--- config.mk ---
export PLATFORM = sky130hd
export DESIGN_NAME = dvfs_level_ctrl
export DESIGN_NICKNAME = d
export VERILOG_FILES = /design/src/rtl/dvfs_pkg.sv /design/src/rtl/dvfs_regfile.sv /design/src/rtl/dvfs_level_mux.sv /design/src/rtl/dvfs_clk_gen.sv /design/src/rtl/dvfs_level_ctrl.sv
export SDC_FILE = /design/constraint.sdc
export NUM_CORES = 1
export LEC_CHECK = 0
export BUFFER_PORTS_ARGS = -buffer_cell sky130_fd_sc_hd__buf_2
export CORE_AREA = 2 2 87 89
export CTS_BUF_LIST = sky130_fd_sc_hd__clkbuf_8
export DETAILED_ROUTE_END_ITERATION = 7
export DIE_AREA = 0 0 89 91
export GPL_TIMING_DRIVEN = 1
export HOLD_SLACK_MARGIN = 0.1
export SETUP_SLACK_MARGIN = 0.2
export SLEW_MARGIN = 30
export SYNTH_ARGS = -nofsm -noshare
export SYNTH_HDL_FRONTEND = slang
export SYNTH_SLANG_ARGS = --single-unit
--- constraint.sdc ---
create_clock -name clk -period 7.05 [get_ports clk]
set_input_delay 1.7625 -clock clk [delete_from_list [all_inputs] [get_ports clk]]
set_output_delay 1.7625 -clock clk [all_outputs]
set_load 0.05 [all_outputs]
--- src/rtl/dvfs_pkg.sv ---
package dvfs_pkg;
    parameter int DIV_W   = 3;
    parameter int PLL_W   = 2;
    parameter int VDD_W   = 2;
    parameter int LVL_N   = 4;
    localparam int LVL_W  = $clog2(LVL_N);
    localparam int HALF_W = 16;

    // field positions inside one point's half-word
    localparam int DIV_LSB  = 13;
    localparam int CSEL_BIT = 11;
    localparam int PLL_LSB  = 9;
    localparam int VDD_LSB  = 6;

    // enable register bits
    localparam int EN_CSEL   = 26;
    localparam int EN_PLL    = 28;
    localparam int EN_DIV    = 29;
    localparam int EN_VDD    = 30;
    localparam int EN_MASTER = 31;

    localparam int CFG_BASE = 'h18;
    localparam int DYN_ADDR = 'h24;
    localparam int LVL_ADDR = 'h30;

    typedef struct packed {
        logic [DIV_W-1:0] div;
        logic             csel;
        logic [PLL_W-1:0] pll;
        logic [VDD_W-1:0] vdd;
    } lvl_cfg_t;

    typedef struct packed {
        logic master;
        logic vdd;
        logic div;
        logic pll;
        logic csel;
    } dyn_en_t;

    typedef enum logic [0:0] {
        ST_FULL   = 1'b0,
        ST_SCALED = 1'b1
    } gen_state_t;

    function automatic lvl_cfg_t unpack_half(input logic [HALF_W-1:0] h);
        lvl_cfg_t c;
        c.div  = h[DIV_LSB +: DIV_W];
        c.csel = h[CSEL_BIT];
        c.pll  = h[PLL_LSB +: PLL_W];
        c.vdd  = h[VDD_LSB +: VDD_W];
        return c;
    endfunction

    function automatic logic [HALF_W-1:0] pack_half(input lvl_cfg_t c);
        logic [HALF_W-1:0] h;
        h = '0;
        h[DIV_LSB +: DIV_W] = c.div;
        h[CSEL_BIT]         = c.csel;
        h[PLL_LSB +: PLL_W] = c.pll;
        h[VDD_LSB +: VDD_W] = c.vdd;
        return h;
    endfunction
endpackage

--- src/rtl/dvfs_regfile.sv ---
module dvfs_regfile
    import dvfs_pkg::*;
#(
    parameter int ADDR_W = 8
) (
    input  logic                      clk,
    input  logic                      rst_n,
    input  logic [ADDR_W-1:0]         bus_addr,
    input  logic [31:0]               bus_wdata,
    input  logic                      bus_we,
    output logic [31:0]               bus_rdata,
    output lvl_cfg_t [LVL_N-1:0]      lvl_cfg,
    output dyn_en_t                   dyn_en,
    output logic [LVL_W-1:0]          load_lvl
);
    localparam logic [ADDR_W-1:0] A_DYN = ADDR_W'(DYN_ADDR);
    localparam logic [ADDR_W-1:0] A_LVL = ADDR_W'(LVL_ADDR);

    dyn_en_t          dyn_q;
    logic [LVL_W-1:0] lvl_q;

    // two points share each word: even point in upper half
    for (genvar i = 0; i < LVL_N; i++) begin : g_point
        localparam int SH = (i % 2 == 0) ? HALF_W : 0;
        localparam logic [ADDR_W-1:0] A_CFG = ADDR_W'(CFG_BASE + 4 * (i / 2));
        lvl_cfg_t pt_q;
        always_ff @(posedge clk or negedge rst_n) begin
            if (!rst_n)
                pt_q <= '0;
            else if (bus_we && bus_addr == A_CFG)
                pt_q <= unpack_half(bus_wdata[SH +: HALF_W]);
        end
        assign lvl_cfg[i] = pt_q;
    end

    always_ff @(posedge clk or negedge rst_n) begin
        if (!rst_n) begin
            dyn_q <= '0;
            lvl_q <= '0;
        end else if (bus_we) begin
            if (bus_addr == A_DYN) begin
                dyn_q.master <= bus_wdata[EN_MASTER];
                dyn_q.vdd    <= bus_wdata[EN_VDD];
                dyn_q.div    <= bus_wdata[EN_DIV];
                dyn_q.pll    <= bus_wdata[EN_PLL];
                dyn_q.csel   <= bus_wdata[EN_CSEL];
            end
            if (bus_addr == A_LVL)
                lvl_q <= bus_wdata[LVL_W-1:0];
        end
    end

    always_comb begin
        bus_rdata = '0;
        for (int k = 0; k < LVL_N / 2; k++) begin
            if (bus_addr == ADDR_W'(CFG_BASE + 4 * k))
                bus_rdata = {pack_half(lvl_cfg[2*k]), pack_half(lvl_cfg[2*k+1])};
        end
        if (bus_addr == A_DYN) begin
            bus_rdata[EN_MASTER] = dyn_q.master;
            bus_rdata[EN_VDD]    = dyn_q.vdd;
            bus_rdata[EN_DIV]    = dyn_q.div;
            bus_rdata[EN_PLL]    = dyn_q.pll;
            bus_rdata[EN_CSEL]   = dyn_q.csel;
        end
        if (bus_addr == A_LVL)
            bus_rdata[LVL_W-1:0] = lvl_q;
    end

    assign dyn_en   = dyn_q;
    assign load_lvl = lvl_q;
endmodule

--- src/rtl/dvfs_level_mux.sv ---
module dvfs_level_mux
    import dvfs_pkg::*;
(
    input  lvl_cfg_t [LVL_N-1:0] lvl_cfg,
    input  dyn_en_t              dyn_en,
    input  logic [LVL_W-1:0]     load_lvl,
    output lvl_cfg_t             tgt,
    output logic                 tgt_scaled
);
    lvl_cfg_t act;
    lvl_cfg_t base;

    always_comb begin
        act  = lvl_cfg[load_lvl];
        base = lvl_cfg[0];
        tgt  = '0;
        tgt.div = DIV_W'(1);
        if (dyn_en.master) begin
            tgt.div  = dyn_en.div  ? act.div  : base.div;
            tgt.vdd  = dyn_en.vdd  ? act.vdd  : base.vdd;
            tgt.pll  = dyn_en.pll  ? act.pll  : base.pll;
            tgt.csel = dyn_en.csel ? act.csel : base.csel;
        end
        if (tgt.div == '0)
            tgt.div = DIV_W'(1);
    end

    assign tgt_scaled = dyn_en.master;
endmodule

--- src/rtl/dvfs_clk_gen.sv ---
module dvfs_clk_gen
    import dvfs_pkg::*;
(
    input  logic             clk,
    input  logic             rst_n,
    input  lvl_cfg_t         tgt,
    input  logic             tgt_scaled,
    output logic             cpu_clk_en,
    output logic [VDD_W-1:0] vdd_sel,
    output logic             clk_src_sel,
    output logic [PLL_W-1:0] pll_src_sel,
    output gen_state_t       state
);
    gen_state_t       state_q, state_d;
    logic [DIV_W-1:0] cnt_q;
    logic [DIV_W-1:0] div_q;
    lvl_cfg_t         app_q;
    logic             boundary;

    assign boundary = (cnt_q == div_q - DIV_W'(1));

    always_comb begin
        state_d = state_q;
        unique case (state_q)
            ST_FULL:   state_d = tgt_scaled ? ST_SCALED : ST_FULL;   // enable_seen / stay_full
            ST_SCALED: state_d = tgt_scaled ? ST_SCALED : ST_FULL;   // stay_scaled / enable_dropped
            default:   state_d = ST_FULL;
        endcase
    end

    // state register and the period it governs, updated only at a boundary
    always_ff @(posedge clk or negedge rst_n) begin
        if (!rst_n) begin
            state_q <= ST_FULL;
            cnt_q   <= '0;
            div_q   <= DIV_W'(1);
            app_q   <= '0;
        end else if (boundary) begin
            state_q <= state_d;
            cnt_q   <= '0;
            div_q   <= tgt.div;
            app_q   <= tgt;
        end else begin
            cnt_q   <= cnt_q + DIV_W'(1);
        end
    end

    always_comb begin
        cpu_clk_en  = boundary;
        vdd_sel     = '0;
        clk_src_sel = 1'b0;
        pll_src_sel = '0;
        unique case (state_q)
            ST_FULL: ;
            ST_SCALED: begin
                vdd_sel     = app_q.vdd;
                clk_src_sel = app_q.csel;
                pll_src_sel = app_q.pll;
            end
            default: ;
        endcase
    end

    assign state = state_q;
endmodule

--- src/rtl/dvfs_level_ctrl.sv ---
module dvfs_level_ctrl
    import dvfs_pkg::*;
#(
    parameter int ADDR_W = 8
) (
    input  logic              clk,
    input  logic              rst_n,
    input  logic [ADDR_W-1:0] bus_addr,
    input  logic [31:0]       bus_wdata,
    input  logic              bus_we,
    output logic [31:0]       bus_rdata,
    output logic              cpu_clk_en,
    output logic [VDD_W-1:0]  vdd_sel,
    output logic              clk_src_sel,
    output logic [PLL_W-1:0]  pll_src_sel
);
    lvl_cfg_t [LVL_N-1:0] lvl_cfg;
    dyn_en_t              dyn_en;
    logic [LVL_W-1:0]     load_lvl;
    lvl_cfg_t             tgt;
    logic                 tgt_scaled;
    gen_state_t           gen_state;

    dvfs_regfile #(.ADDR_W(ADDR_W)) u_regs (
        .clk       (clk),
        .rst_n     (rst_n),
        .bus_addr  (bus_addr),
        .bus_wdata (bus_wdata),
        .bus_we    (bus_we),
        .bus_rdata (bus_rdata),
        .lvl_cfg   (lvl_cfg),
        .dyn_en    (dyn_en),
        .load_lvl  (load_lvl)
    );

    dvfs_level_mux u_mux (
        .lvl_cfg    (lvl_cfg),
        .dyn_en     (dyn_en),
        .load_lvl   (load_lvl),
        .tgt        (tgt),
        .tgt_scaled (tgt_scaled)
    );

    dvfs_clk_gen u_gen (
        .clk         (clk),
        .rst_n       (rst_n),
        .tgt         (tgt),
        .tgt_scaled  (tgt_scaled),
        .cpu_clk_en  (cpu_clk_en),
        .vdd_sel     (vdd_sel),
        .clk_src_sel (clk_src_sel),
        .pll_src_sel (pll_src_sel),
        .state       (gen_state)
    );
endmodule

# Word level (Yosys, flattened, before mapping)
# Cells that the tools add are included.
# W data, S select, Z words.
[totals]
ff_bits = 51
input_bits = 43
out_inout_bits = 38
elab_cells = 59
[op_classes]
add_sub_neg = 2
order_cmp = 1
n_eq_ne = 5
n_mux = 18
n_reduce_logical = 5
[ops]
columns = ["operator", "n"]
rows = [
  ["$mux W32", 2],
  ["$bmux W8 S2", 1],
  ["$eq A8 B5 Y1 const B", 2],
  ["$eq A8 B6 Y1 const B", 2],
  ["$mux W8", 2],
  ["$mux W2", 5],
  ["$mux W3", 3],
  ["$mux W1", 4],
  ["$mux W4", 1],
  ["$reduce_and A2 Y1", 2],
  ["$add A3 B1 Y3 const B", 1],
  ["$eq A3 B3 Y1", 1],
  ["$logic_not A3 Y1", 1],
  ["$lt A2 B3 Y1 const B", 1],
  ["$sub A3 B1 Y3 const B", 1],
  ["$logic_and A1 B1 Y1", 2],
]

# Depth between registers and ports, before layout
[depth]
depth_word = 6
ltp_mapped = 7
depth_no_buf = 7

# Modules after synthesis
# From an unflattened synthesis, not the netlist that was laid out.
[hier_totals]
cells_unflattened = 248
hier_area_um2 = 3019.1
[modules_own_cells]
columns = ["mod", "n_inst", "cells_each", "area_each_um2", "seq_area_each_um2"]
rows = [
  ["dvfs_regfile", 1, 150, 1998.2, 975.9],
  ["dvfs_clk_gen", 1, 51, 650.6, 301.5],
  ["dvfs_level_mux", 1, 47, 370.4, 0.0],
]

# Least setup slack after synthesis
# OpenSTA, ideal clock, no wires.
[synth_timing]
path_kind = "input-to-output"
start = "in bus_addr[1]"
end = "out bus_rdata[10]"
t_arrival_ns = 3.585
t_required_ns = 5.287
slack_ns = 1.702
stages = 5
path_buffers = 2
path_cell_list = "or4_1 -> buf_4 -> nor3_1 -> buf_4 -> a22o_1"
[synth_via]
elab_chain_len = 3
word_cells_on_any_way = 4
cone_classes = "2 x eq/ne; 2 x mux"
[synth_lines]
columns = ["item", "line_no", "text"]
rows = [
  ["start, declared", "dvfs_level_ctrl.sv:8", "input logic [ADDR_W-1:0] bus_addr,"],
  ["$eq A8 B5 Y1", "dvfs_regfile.sv:56", "if (bus_addr == ADDR_W'(CFG_BASE + 4 * k))"],
  ["$mux W32", "dvfs_regfile.sv:56", ""],
  ["$mux W32 (*)", "dvfs_regfile.sv:56", ""],
  ["end, declared", "dvfs_level_ctrl.sv:11", "output logic [31:0] bus_rdata,"],
]
# Every way passes the cells marked *; elsewhere a longest branch is shown, timed or not.

# Final worst setup path
[layout_timing]
start = "in bus_addr[1]"
end = "out bus_rdata[31]"
[layout_via]
elab_chain_len = 4
word_cells_on_any_way = 6
cone_classes = "3 x eq/ne; 3 x mux"
[layout_lines]
columns = ["item", "line_no", "text"]
rows = [
  ["$eq A8 B5 Y1", "dvfs_regfile.sv:56", ""],
  ["$mux W32 (2 in a row)", "dvfs_regfile.sv:56", ""],
  ["$mux W4 (*)", "dvfs_regfile.sv:59", "if (bus_addr == A_DYN) begin"],
]
# Marked as above.

==> results_dict.tcl <==
set metrics [dict create \
    grt_first_pass_wirelength_mm 10.1 \
    synth_top_flop_cell "dfrtp_1" \
    cellLeakagePower_nw 1.62 \
    path_class "in2out" \
    crit_end "bus_rdata[31]" \
    syn_to_final_growth_pct 14.4 \
    io_pins 81 \
    min_from "u_gen.app_q[3]$_DFFE_PN0P_" \
    worst_pin_slew_ns 0.948 \
    ctsLongestPathBuffers 2 \
    rsz0062_at_grt "no" \
    place_area_um2 3050 \
    cts_max_level 2 \
    p_seq_share_pct 53.4 \
    cts_tree "built" \
    fp.dieW_um 89 \
    stdcell_area_um2 3170 \
    pwr-share-comb_pct 11.6 \
    path_clk_slew_ns 0.09 \
    wirelength_mm 6.03 \
    finalSetupViolCount 0 \
    ys_types 45 \
    synthTopCellsByCount "dfrtp_1 (50), mux2_2 (32), buf_4 (16)" \
    netlist_area_um2 2770 \
    avgSynthCellArea_um2 11.7 \
    numCtsBuffers 5 \
    cts_resized 0 \
    worstSetupStartpointType "primary input" \
    via_per_inst 4.95 \
    worstPathMaxFanout 17 \
    cts_setup_buffers 0 \
    clkLatencyLatePin_ns 0.32 \
    synthCells 237 \
    finalMaxSlewViolations 0 \
    p_int_uw 434 \
    synth_edf_count 0 \
    start_util_pct 38.8 \
    yosys_warnings 0 \
    cts_sinks 51 \
    n_antenna_cell 0 \
    drt-pass1-iter-count 4 \
    critPathLaunch "bus_addr[1]" \
    fin_tns_setup_ns 0 \
    die_y_um 91 \
    core_um2 7140 \
    ctsRootBufferMaster "clkbuf_8" \
    required_ns 5.29 \
    switching_share_pct 27.3 \
    r2r-end "u_gen.div_q[0]$_DFFE_PN1P_" \
    drtAntennaViolNets 0 \
    yosysMostFrequentCell "dfrtp_1" \
    port_buffers 54 \
    ys_top_cells_by_area "dfrtp_1 (45%), mux2_2 (13%), mux2_4 (5.4%), buf_4 (4.3%), a22o_1 (4.1%)" \
    ys_seq_area_share_pct 46.2 \
    hold_viol_final 0 \
    nets 333 \
    hold_path_class "reg2reg" \
    clock_skew_ns 0.0134 \
    reg2reg_slack_ns 4.83 \
    critPathArrivalTime_ns 3.92 \
    worst_hold_slack_ns 0.478 \
    vias 1920 \
    rows 31 \
    drive_gt1_share_pct 39.8 \
    ir_worst_vdd_mv 0.110 \
    relSlewSlack_pct 36.6 \
    drc_errors 0 \
    power_density_nw_per_um2 189 \
    wl_per_cell_um 15.5 \
    yosysTopAreaCell "dfrtp_1" \
    grt_overflow 0 \
    worst_setup_path_end_kind "primary output" \
    r2r-start "u_gen.div_q[0]$_DFFE_PN1P_" \
    gp_congestion 0.770 \
    grt_pass1_vias 1942 \
    track_usage_pct 16.3 \
    drtIter0Drc 152 \
    post-route-min-period_ns 5.68 \
    async_reset_ff_share_pct 100 \
    postCtsHoldBufs 0 \
    p_sw_uw 163 \
    clkPwrFrac_pct 35.0 \
    antenna_found_initial 0 \
    fin_crit_sh_pct 80.6 \
    yosysTopAreaCellShare_pct 45.2 \
    fill_cells 689 \
    grt_max_degree 52 \
    fmax_mhz 176 \
    drv_cap 0 \
    hpwl_mm 4.13 \
    status "complete, no violations" \
    r2r_cells 7 \
    p_total_uw 597 \
    ys_seq_elements 51 \
    die_area_um2 8100 \
]
==> power groups by stage <==
stage	logic (mW)	clock network [mW]	registers (mW)
final	0.0692	0.209	0.319
after global placement	0.0690	0	0.324
after floorplan	0.0561	0	0.318
after CTS	0.0700	0.214	0.319
after global routing	0.0765	0.227	0.321
after detailed placement	0.0699	0	0.325
==> worst min path at each step <==
stage | slack, ns | cells after the start | endpoint
floorplan | 0.44 | 1 | u_gen.app_q[0]$_DFFE_PN0P_
global placement | 0.46 | 1 | u_gen.app_q[3]$_DFFE_PN0P_
detailed placement | 0.46 | 1 | u_gen.app_q[3]$_DFFE_PN0P_
CTS | 0.48 | 1 | u_gen.app_q[3]$_DFFE_PN0P_
global route | 0.51 | 1 | u_gen.app_q[2]$_DFFE_PN0P_
finish | 0.48 | 1 | u_gen.app_q[3]$_DFFE_PN0P_
==> sequential cells by signal (all words and copies together), names as in the netlist <==
| name | flops |
|---|---|
| u_gen.cnt_q | 3 |
| u_regs.lvl_cfg | 32 |
| u_regs.load_lvl | 2 |
| u_regs.dyn_en | 5 |
| u_gen.state | 1 |
| u_gen.div_q | 3 |
| u_gen.app_q | 5 |
==> layer usage <==
layer  part of all wire (%)  GRT usage (%)  routed length [um]
met1                     49           24.2                2930
met5                      0              0                   0
met2                     45           23.8                2740
met4                    1.5           4.48                  91
met3                    4.4           3.55                 267
==> layout make-up <==
type / instances / area [um^2] / area share [%]
multi-input combinational: 162 / 1320 / 41.6
tap: 99 / 124 / 3.91
sequential: 51 / 1280 / 40.4
clock buffer: 5 / 68.8 / 2.17
clock inverter: 3 / 43.8 / 1.38
inverter: 11 / 41.3 / 1.30
timing repair buffer: 57 / 293 / 9.25
==> critical path, cell delays in order <==
cell,delay [ns]
buf_2,0.09
or4_1,0.73
nor3_4,0.72
a222oi_1,0.24
inv_1,0.11
buf_2,0.26
==> cells by family after synthesis <==
kind of cell             after synthesis  synth area share [%]
AO/OA/AOI/OAI                         51                  13.4
flip-flops                            51                  46.2
AND/OR/NAND/NOR                       48                  10.4
multiplexers                          44                  19.2
buffers and inverters                 36                  8.05
XOR/XNOR                               4                  1.76
adder cells (fa/ha/maj)                2                 0.904
other                                  1                 0.135
==> layout by cell type (no fill, tap or decap), types with 2 or more instances in the layout <==
cell / count
mux2i_1: 2
a22o_1: 13
conb_1: 13
o21a_1: 3
a222oi_1: 3
dfrtp_1: 50
a211oi_1: 3
ha_1: 2
buf_2: 54
mux2_4: 10
nand2_1: 14
nand2b_1: 3
a21o_1: 3
clkbuf_8: 5
nor4_1: 2
buf_4: 3
nand3_1: 3
o22ai_1: 5
nor2_1: 6
nand3b_1: 2
a31oi_1: 3
inv_1: 11
and2_1: 9
xor2_1: 2
mux2_2: 32
o21ai_0: 11
nor3_4: 2
==> through the flow <==
stage                     util [%]  worst slack (ns)  cells
after floorplan                  -              1.70    249
after global routing          44.4              1.22    388
final                         44.4              1.37    388
after CTS                     44.4              1.36    388
after global placement        42.8              1.37    380
after detailed placement      42.8              1.36    380
Power figures use the tool's default switching activity.
